**src/rtl/psc_pkg.sv**
```systemverilog
package psc_pkg;
    localparam int LANES   = 4;
    localparam int LANE_W  = 8;
    localparam int DATA_W  = LANES * LANE_W;
    localparam int BURST_W = 2;

    typedef enum logic [2:0] {
        CY_IDLE,
        CY_DESEL,
        CY_RSTART,
        CY_WSTART,
        CY_STEP,
        CY_HOLD
    } cyc_e;

    typedef struct packed {
        cyc_e             kind;
        logic [LANES-1:0] wmask;
    } cyc_t;

    function automatic logic [BURST_W-1:0] burst_off(
        input logic [BURST_W-1:0] base,
        input logic [BURST_W-1:0] cnt,
        input logic               lin
    );
        return lin ? (base + cnt) : (base ^ cnt);
    endfunction
endpackage

```
**src/rtl/psc_burst_seq.sv**
```systemverilog
module psc_burst_seq
    import psc_pkg::*;
#(
    parameter int AW = 6
) (
    input  logic          clk,
    input  logic          rst,
    input  logic          load,
    input  logic          step,
    input  logic [AW-1:0] addr_i,
    input  logic          lin_i,
    output logic [AW-1:0] cur_addr,
    output logic [AW-1:0] nxt_addr
);
    logic [AW-1:0]      base_q;
    logic [BURST_W-1:0] cnt_q;
    logic               lin_q;
    logic [BURST_W-1:0] cnt_nx;

    assign cnt_nx = cnt_q + BURST_W'(1);

    always_ff @(posedge clk) begin
        if (rst) begin
            base_q <= '0;
            cnt_q  <= '0;
            lin_q  <= 1'b0;
        end else if (load) begin
            base_q <= addr_i;
            cnt_q  <= '0;
            lin_q  <= lin_i;
        end else if (step) begin
            cnt_q  <= cnt_nx;
        end
    end

    assign cur_addr = {base_q[AW-1:BURST_W], burst_off(base_q[BURST_W-1:0], cnt_q, lin_q)};
    assign nxt_addr = {base_q[AW-1:BURST_W], burst_off(base_q[BURST_W-1:0], cnt_nx, lin_q)};
endmodule

```
**src/rtl/psc_cyc_decode.sv**
```systemverilog
module psc_cyc_decode
    import psc_pkg::*;
(
    input  logic             strb_proc_n,
    input  logic             strb_ctrl_n,
    input  logic             ce_main_n,
    input  logic             ce_hi,
    input  logic             ce_lo_n,
    input  logic             adv_n,
    input  logic             gwr_n,
    input  logic             bwr_en_n,
    input  logic [LANES-1:0] bstrb_n,
    input  logic             active,
    output cyc_t             cyc
);
    logic             proc_go;
    logic             ctrl_go;
    logic             chip_on;
    logic [LANES-1:0] mask;

    always_comb begin
        proc_go = !strb_proc_n && !ce_main_n;
        ctrl_go = !strb_ctrl_n && !proc_go;
        chip_on = !ce_main_n && ce_hi && !ce_lo_n;
        if (!gwr_n)         mask = '1;
        else if (!bwr_en_n) mask = ~bstrb_n;
        else                mask = '0;

        cyc.kind  = CY_IDLE;
        cyc.wmask = '0;
        if (proc_go) begin
            cyc.kind = chip_on ? CY_RSTART : CY_DESEL;
        end else if (ctrl_go) begin
            if (!chip_on) begin
                cyc.kind = CY_DESEL;
            end else begin
                cyc.kind  = (mask != '0) ? CY_WSTART : CY_RSTART;
                cyc.wmask = mask;
            end
        end else if (active) begin
            cyc.kind  = adv_n ? CY_HOLD : CY_STEP;
            cyc.wmask = mask;
        end
    end
endmodule

```
**src/rtl/psc_lane_array.sv**
```systemverilog
module psc_lane_array
    import psc_pkg::*;
#(
    parameter int AW = 6
) (
    input  logic              clk,
    input  logic [LANES-1:0]  we,
    input  logic [AW-1:0]     waddr,
    input  logic [DATA_W-1:0] wdata,
    input  logic              rd_en,
    input  logic [AW-1:0]     raddr,
    output logic [DATA_W-1:0] rdata
);
    localparam int DEPTH = 1 << AW;

    for (genvar l = 0; l < LANES; l++) begin : g_lane
        logic [LANE_W-1:0] mem [DEPTH];
        logic [LANE_W-1:0] rd_q;

        always_ff @(posedge clk) begin
            if (we[l])  mem[waddr] <= wdata[l*LANE_W +: LANE_W];
            if (rd_en)  rd_q       <= mem[raddr];
        end

        assign rdata[l*LANE_W +: LANE_W] = rd_q;
    end
endmodule

```
**src/rtl/psram_cyc_ctl.sv**
```systemverilog
module psram_cyc_ctl
    import psc_pkg::*;
#(
    parameter int AW = 6
) (
    input  logic              clk,
    input  logic              rst,
    input  logic [AW-1:0]     addr_i,
    input  logic              strb_proc_n,
    input  logic              strb_ctrl_n,
    input  logic              ce_main_n,
    input  logic              ce_hi,
    input  logic              ce_lo_n,
    input  logic              adv_n,
    input  logic              gwr_n,
    input  logic              bwr_en_n,
    input  logic [LANES-1:0]  bstrb_n,
    input  logic              oe_n,
    input  logic              seq_linear,
    input  logic [DATA_W-1:0] wdata_i,
    output logic [DATA_W-1:0] rdata_o,
    output logic              drive_o
);
    cyc_t              cyc;
    logic              active_q;
    logic              start;
    logic [AW-1:0]     cur_addr;
    logic [AW-1:0]     nxt_addr;
    logic [AW-1:0]     acc_addr;
    logic              acc_rd;
    logic [LANES-1:0]  acc_we;
    logic              s1_rd_q;
    logic [AW-1:0]     s1_addr_q;
    logic              out_vld_q;
    logic [DATA_W-1:0] arr_q;

    psc_cyc_decode u_dec (
        .strb_proc_n (strb_proc_n),
        .strb_ctrl_n (strb_ctrl_n),
        .ce_main_n   (ce_main_n),
        .ce_hi       (ce_hi),
        .ce_lo_n     (ce_lo_n),
        .adv_n       (adv_n),
        .gwr_n       (gwr_n),
        .bwr_en_n    (bwr_en_n),
        .bstrb_n     (bstrb_n),
        .active      (active_q),
        .cyc         (cyc)
    );

    assign start = (cyc.kind == CY_RSTART) || (cyc.kind == CY_WSTART);

    psc_burst_seq #(.AW(AW)) u_seq (
        .clk      (clk),
        .rst      (rst),
        .load     (start),
        .step     (cyc.kind == CY_STEP),
        .addr_i   (addr_i),
        .lin_i    (seq_linear),
        .cur_addr (cur_addr),
        .nxt_addr (nxt_addr)
    );

    always_comb begin
        if (start)                      acc_addr = addr_i;
        else if (cyc.kind == CY_STEP)   acc_addr = nxt_addr;
        else                            acc_addr = cur_addr;

        acc_rd = ((cyc.kind == CY_RSTART) || (cyc.kind == CY_STEP) || (cyc.kind == CY_HOLD))
                 && (cyc.wmask == '0);

        if ((cyc.kind == CY_WSTART) || (cyc.kind == CY_STEP) || (cyc.kind == CY_HOLD))
            acc_we = cyc.wmask;
        else
            acc_we = '0;
    end

    always_ff @(posedge clk) begin
        if (rst) begin
            active_q  <= 1'b0;
            s1_rd_q   <= 1'b0;
            s1_addr_q <= '0;
            out_vld_q <= 1'b0;
        end else begin
            if (start)                     active_q <= 1'b1;
            else if (cyc.kind == CY_DESEL) active_q <= 1'b0;
            s1_rd_q   <= acc_rd;
            s1_addr_q <= acc_addr;
            out_vld_q <= s1_rd_q && (acc_we == '0);
        end
    end

    psc_lane_array #(.AW(AW)) u_arr (
        .clk   (clk),
        .we    (acc_we),
        .waddr (acc_addr),
        .wdata (wdata_i),
        .rd_en (s1_rd_q),
        .raddr (s1_addr_q),
        .rdata (arr_q)
    );

    assign drive_o = out_vld_q && !oe_n;
    assign rdata_o = drive_o ? arr_q : '0;
endmodule

```
**config.mk**
```make
export PLATFORM = sky130hd
export DESIGN_NAME = psram_cyc_ctl
export DESIGN_NICKNAME = d
export VERILOG_FILES = /design/src/rtl/psc_pkg.sv /design/src/rtl/psc_burst_seq.sv /design/src/rtl/psc_cyc_decode.sv /design/src/rtl/psc_lane_array.sv /design/src/rtl/psram_cyc_ctl.sv
export SDC_FILE = /design/constraint.sdc
export NUM_CORES = 2
export LEC_CHECK = 0
export ABC_AREA = 0
export BUFFER_PORTS_ARGS = -buffer_cell sky130_fd_sc_hd__buf_4
export CORE_MARGIN = 1.5
export CORE_UTILIZATION = 50
export DETAILED_ROUTE_END_ITERATION = 8
export PLACE_DENSITY = 0.67
export SYNTH_ARGS = -nofsm -noshare
export SYNTH_HDL_FRONTEND = slang
export SYNTH_HIERARCHICAL = 1
export SYNTH_SLANG_ARGS = --single-unit
```
**constraint.sdc**
```tcl
create_clock -name clk -period 4.61 [get_ports clk]
set_input_delay 0.6915 -clock clk [delete_from_list [all_inputs] [get_ports clk]]
set_output_delay 0.6915 -clock clk [all_outputs]
set_load 0.02 [all_outputs]
```
# Word-level counts from Yosys, hierarchy flattened
# Memories as Yosys holds them, arrays and structs flattened. A register that Yosys moved wholly into a read port is not among the register bits.
# Cells that the tools add are included.
# classes
div_mod_pow	0
add_sub_neg	3
mux	27
mul	0
magnitude_cmp	0
n_reduce_logical	23
eq_ne	5
bitwise_logic	3
shift	0
# op_table
op	n
$mux W32	1
$mux W4	5
$mux W7	2
$mux W1	12
$logic_not A4 Y1	2
$mux W2	4
$logic_and A1 B1 Y1	7
$eq A3 B2 Y1 const B	2
$eq A3 B3 Y1 const B	2
$logic_not A1 Y1	6
$mux W3	2
$mux W6	1
$logic_or A1 B1 Y1	5
$add A2 B2 Y2	2
$not A4 Y4	1
$reduce_bool A4 Y1	1
$xor A2 B2 Y2	2
$eq A3 B1 Y1 const B	1
$add A2 B1 Y2 const B	1
$reduce_bool A2 Y1	1
$reduce_or A2 Y1	1
# totals
rom_bits	0
output_inout_bits	33
memories	4
ff_bits	18
latchBits	0
in_bits	54
word_cells	72
mem_bits_rw	2048
# memory_table
name	depth	width	rd	rd_ports_with_merged_regs	write_ports	line_no	text
u_arr.g_lane[0].mem	64	8	1	1	1	psc_lane_array.sv:17	logic [LANE_W-1:0] mem [DEPTH];
u_arr.g_lane[1].mem	64	8	1	1	1	psc_lane_array.sv:17	
u_arr.g_lane[2].mem	64	8	1	1	1	psc_lane_array.sv:17	
u_arr.g_lane[3].mem	64	8	1	1	1	psc_lane_array.sv:17	

# Depth between registers and ports, before layout
# depth
depth_word	14
ltp_mapped	12
depth_no_buf	11

# Modules after synthesis
# Netlist, hierarchy kept.
# modules_own_cells
mod	area_per_inst_um2	cells_per_inst	n_inst	seq_area_each_um2
psc_lane_array	81293.0	3806	1	62459.9
psram_cyc_ctl	779.5	104	1	180.2
psc_burst_seq	474.2	48	1	180.2
psc_cyc_decode	136.4	20	1	0.0

# Worst setup path after synthesis
# OpenSTA, ideal clock, no wires.
# synth_timing
path_type	input to register
startpoint	input port ce_main_n
endpoint	memory u_arr.g_lane[0].mem[23][0], enable pin
setup_time_ns	0.332
slack_ns	0.978
cell_stages	12
t_required_ns	4.278
t_arrival_ns	3.301
path_buffers	3
path_cell_list	or3b_4 nor3_1 o311ai_1 buf_6 or3_1 o211ai_2 nand2_1 clkbuf_1 or3b_2 clkbuf_1 nor2_1 and2_1
# synth_rtl
item	line_no	text
start, declared	psram_cyc_ctl.sv:11	input logic ce_main_n,
end, declared	psc_lane_array.sv:17	

==> impl_metrics.yaml <==
status:
  outcome: "complete, but fails checks"
  violations: "capacitance limit, slew limit"
routing:
  wl_mm: 226
  wire_per_inst_microns: 33.1
  num_vias: 43000
  via_per_inst: 6.31
  drt_iter0_drc: 5547
  drtPass1Iterations: 6
  drc: 0
  ant_nets: 0
worst_setup_path:
  crit_top_cell: "buf_4"
  crit_buf_inv: 4
  cp_slowest_cell: "nor2_1"
  crit_type: "input pin to register"
  crit_required_ps: 5150
  cp-end-kind: "register"
  cp_data_arrival_time_ps: 4460
  startpoint_type: "input pin"
  crit_chain: "buf_4, or3b_4, nor3_1, o311ai_1, buf_4, or3_1, o211ai_1, nand2_1, nand3b_1, nor2_1, buf_4, and2_1, buf_12"
  worstPathMaxFanout: 11
  critical-path-top-delay-family: "simple AND/OR/NAND/NOR gates"
  cpPeakStageDelay_ps: 760
min_path:
  hp-class: "input pin to register"
timing:
  setup_viol: 0
  post-route-min-period_ps: 3920
  hold_violations: 0
  rsz0062_at_grt: "no"
  max_freq_ghz: 0.255
  holdWs_ps: 101
  relSlewSlack: -0.00564
  finalMaxSlewViolations: 9
  fin_worst_skew_ps: 51.5
  tightestPinTransition_ps: 1510
  timing.final.crit_share: 0.850
  setup_tns_ps: 0
clocking:
  htreeDepth: 4
  insertion_delay_ps: 850
  cts_made_buffers: 206
  cts_setup_buffers: 0
  post_cts_resize_count: 0
  cts_sinks: 2098
  cts_tree: "done"
  holdBufCountCts: 0
  clk_pin_slew_ps: 60
  cts_root_buf: "clkbuf_16"
  cts.path.max_buffers: 3
floorplan:
  die_area_sq_um: 168000
  die-height_microns: 410
  rows: 149
  start_util: 0.502
  ios: 87
  die_w_microns: 410
  core_sq_um: 165000
power:
  p_comb_frac: 0.037
  leakage_nw: 30.4
  p_seq_frac: 0.540
  p_per_area_nw_per_um2: 402
  p_int_mw: 30.8
  switching_share: 0.208
  power.switching_mw: 8.10
  vdd_drop_max_uv: 395
  clkPwrFrac: 0.423
global_routing:
  grt_pass1_wl_mm: 317
  grt_use_total: 0.270
  overflow: 0
  antenna_found_initial: 24
  grt_pass1_vias: 42300
  grt_max_degree: 93
logic_synthesis:
  synthCells: 3978
  yosysTopAreaCell: "edfxtp_1"
  yosysTopAreaCellShare: 0.755
  syn_avg_cell_area_sq_um: 20.8
  ys_types: 65
  async_reset_ff_frac: 0
  syn-num-nets: 4034
  synth_edf_count: 2080
  synthFlopType: "edfxtp_1"
  synthTopCellsByArea: "edfxtp_1 (76%), mux4_2 (12%), mux2i_1 (2.4%)"
  yosysSeqAreaShare: 0.760
  ys_warn_count: 6
  ys_ff_latch: 2098
  syn_area_sq_um: 82700
placed_design:
  placement.io_buffers: 86
  gp_congestion: 1.10
  hpwl_mm: 146
finish:
  drive_above_1_share: 0.285
  fin_nets: 4489
  fill_cells: 11600
  syn_to_final_growth_pct: 17.1
flow_run:
  drv_cap: 1
-- sequential cells by signal, summed over array words and instances, names as in the netlist --
name / count
s1_rd_q: 1
u_seq/base_q: 6
out_vld_q: 1
u_arr/g_lane.mem: 2048
active_q: 1
u_seq/cnt_q: 2
u_arr/g_lane.rd_q: 32
s1_addr_q: 6
u_seq/lin_q: 1
-- layer usage --
metal  up-vias  track usage  routed length, microns
met5         -            0                      76
li1      17300            -                       -
met2      2492        0.414                  106000
met4        12        0.110                    9290
met1     22700        0.366                   85700
met3       416       0.0781                   24500
-- logic make-up (layout without fill, tap and decap cells) --
logic type | count (synthesis) | count (layout) | share of synthesized area
fa+ha+maj | 2 | 2 | 0.000303
compound gates | 348 | 348 | 0.0294
buf+inv | 260 | 891 | 0.0182
xor+xnor | 4 | 4 | 0.000681
mux | 693 | 693 | 0.153
simple gates | 573 | 573 | 0.0384
other cells | 0 | 15 | 0
flops | 2098 | 2098 | 0.760
-- cell usage after synthesis (10+ instances only) --
library cell  number
a2111oi_0         16
a211oi_1          19
a21oi_1           40
a221oi_1          43
a31oi_1           19
and2_1           294
and3_1            21
buf_1             12
buf_2             64
buf_4             33
buf_6             28
clkbuf_1         105
dfxtp_1           18
edfxtp_1        2080
mux2_2            40
mux2i_1          195
mux4_2           454
nand2_1           68
nand2b_1          10
nor2_1            99
nor2b_1           23
nor3_1            14
o211ai_1          10
o21ai_0           49
o21ai_1           26
o221ai_1          20
o22ai_1           49
or3_1             17
-- layout make-up --
| class | instances | area, sq um | area share |
|---|---|---|---|
| Sequential cell | 2098 | 62800 | 0.649 |
| Multi-Input combinational cell | 1620 | 18400 | 0.190 |
| Timing Repair Buffer | 498 | 6100 | 0.0630 |
| Clock buffer | 260 | 5430 | 0.0561 |
| Tap cell | 2189 | 2740 | 0.0283 |
| Clock inverter | 124 | 1230 | 0.0127 |
| Antenna cell | 15 | 37.5 | 0.000388 |
| Inverter | 9 | 35.0 | 0.000362 |
-- power by group through the flow --
stage / combinational (mW) / sequential [mW] / clock (mW)
6_report: 1.44 / 21.0 / 16.5
5_1_grt: 1.50 / 21.0 / 17.4
4_1_cts: 1.43 / 21.0 / 16.7
3_5_place_dp: 1.43 / 21.4 / 0
3_3_place_gp: 1.40 / 21.4 / 0
2_1_floorplan: 0.716 / 21.4 / 0
-- worst reg2reg max path, cell delays in order, from the launching register on --
cell and delay [ps]:
dfxtp_1 320, o211a_1 140, nand2_1 70, o311ai_1 110, buf_4 200, or3_1 400, o211ai_1 140, nand2_1 250
nand3b_1 490, nor2_1 770, buf_4 310, and2_1 210, buf_12 150
-- placed cells by master (no fill, tap or decap), types with 49 or more instances in the layout --
master / n
o21ai_0: 49
buf_4: 309
nor2_1: 97
clkbuf_16: 208
nand2_1: 67
clkbuf_1: 49
edfxtp_1: 2080
clkinv_1: 49
buf_12: 189
mux4_2: 454
o22ai_1: 49
and2_1: 291
mux2i_1: 195
-- path summary, 6_finish.rpt --
check                                start                    endpoint  slack, ps  cells after the start
worst min register to register    active_q                    active_q        520                      2
worst max-delay path             ce_main_n  u_arr/g_lane[3].mem[43][7]        690                     13
worst max register to register    active_q  u_arr/g_lane[3].mem[43][7]        770                     12
worst min-delay path            seq_linear                 u_seq/lin_q        100                      3
-- metrics by stage --
step                instance area (sq um)  worst slack [ps]  power (mW)  instances   util
finish                              96800               690        38.9       6813  0.588
global route                        96800               744        39.9       6801  0.588
CTS                                 96800              1030        39.2       6798  0.588
detailed placement                  90100               140        22.8       6414  0.547
global placement                    90100               256        22.8       6414  0.547
floorplan                           82700               978        22.1       3978      -
Note: power is estimated with default switching activity, not from simulation.
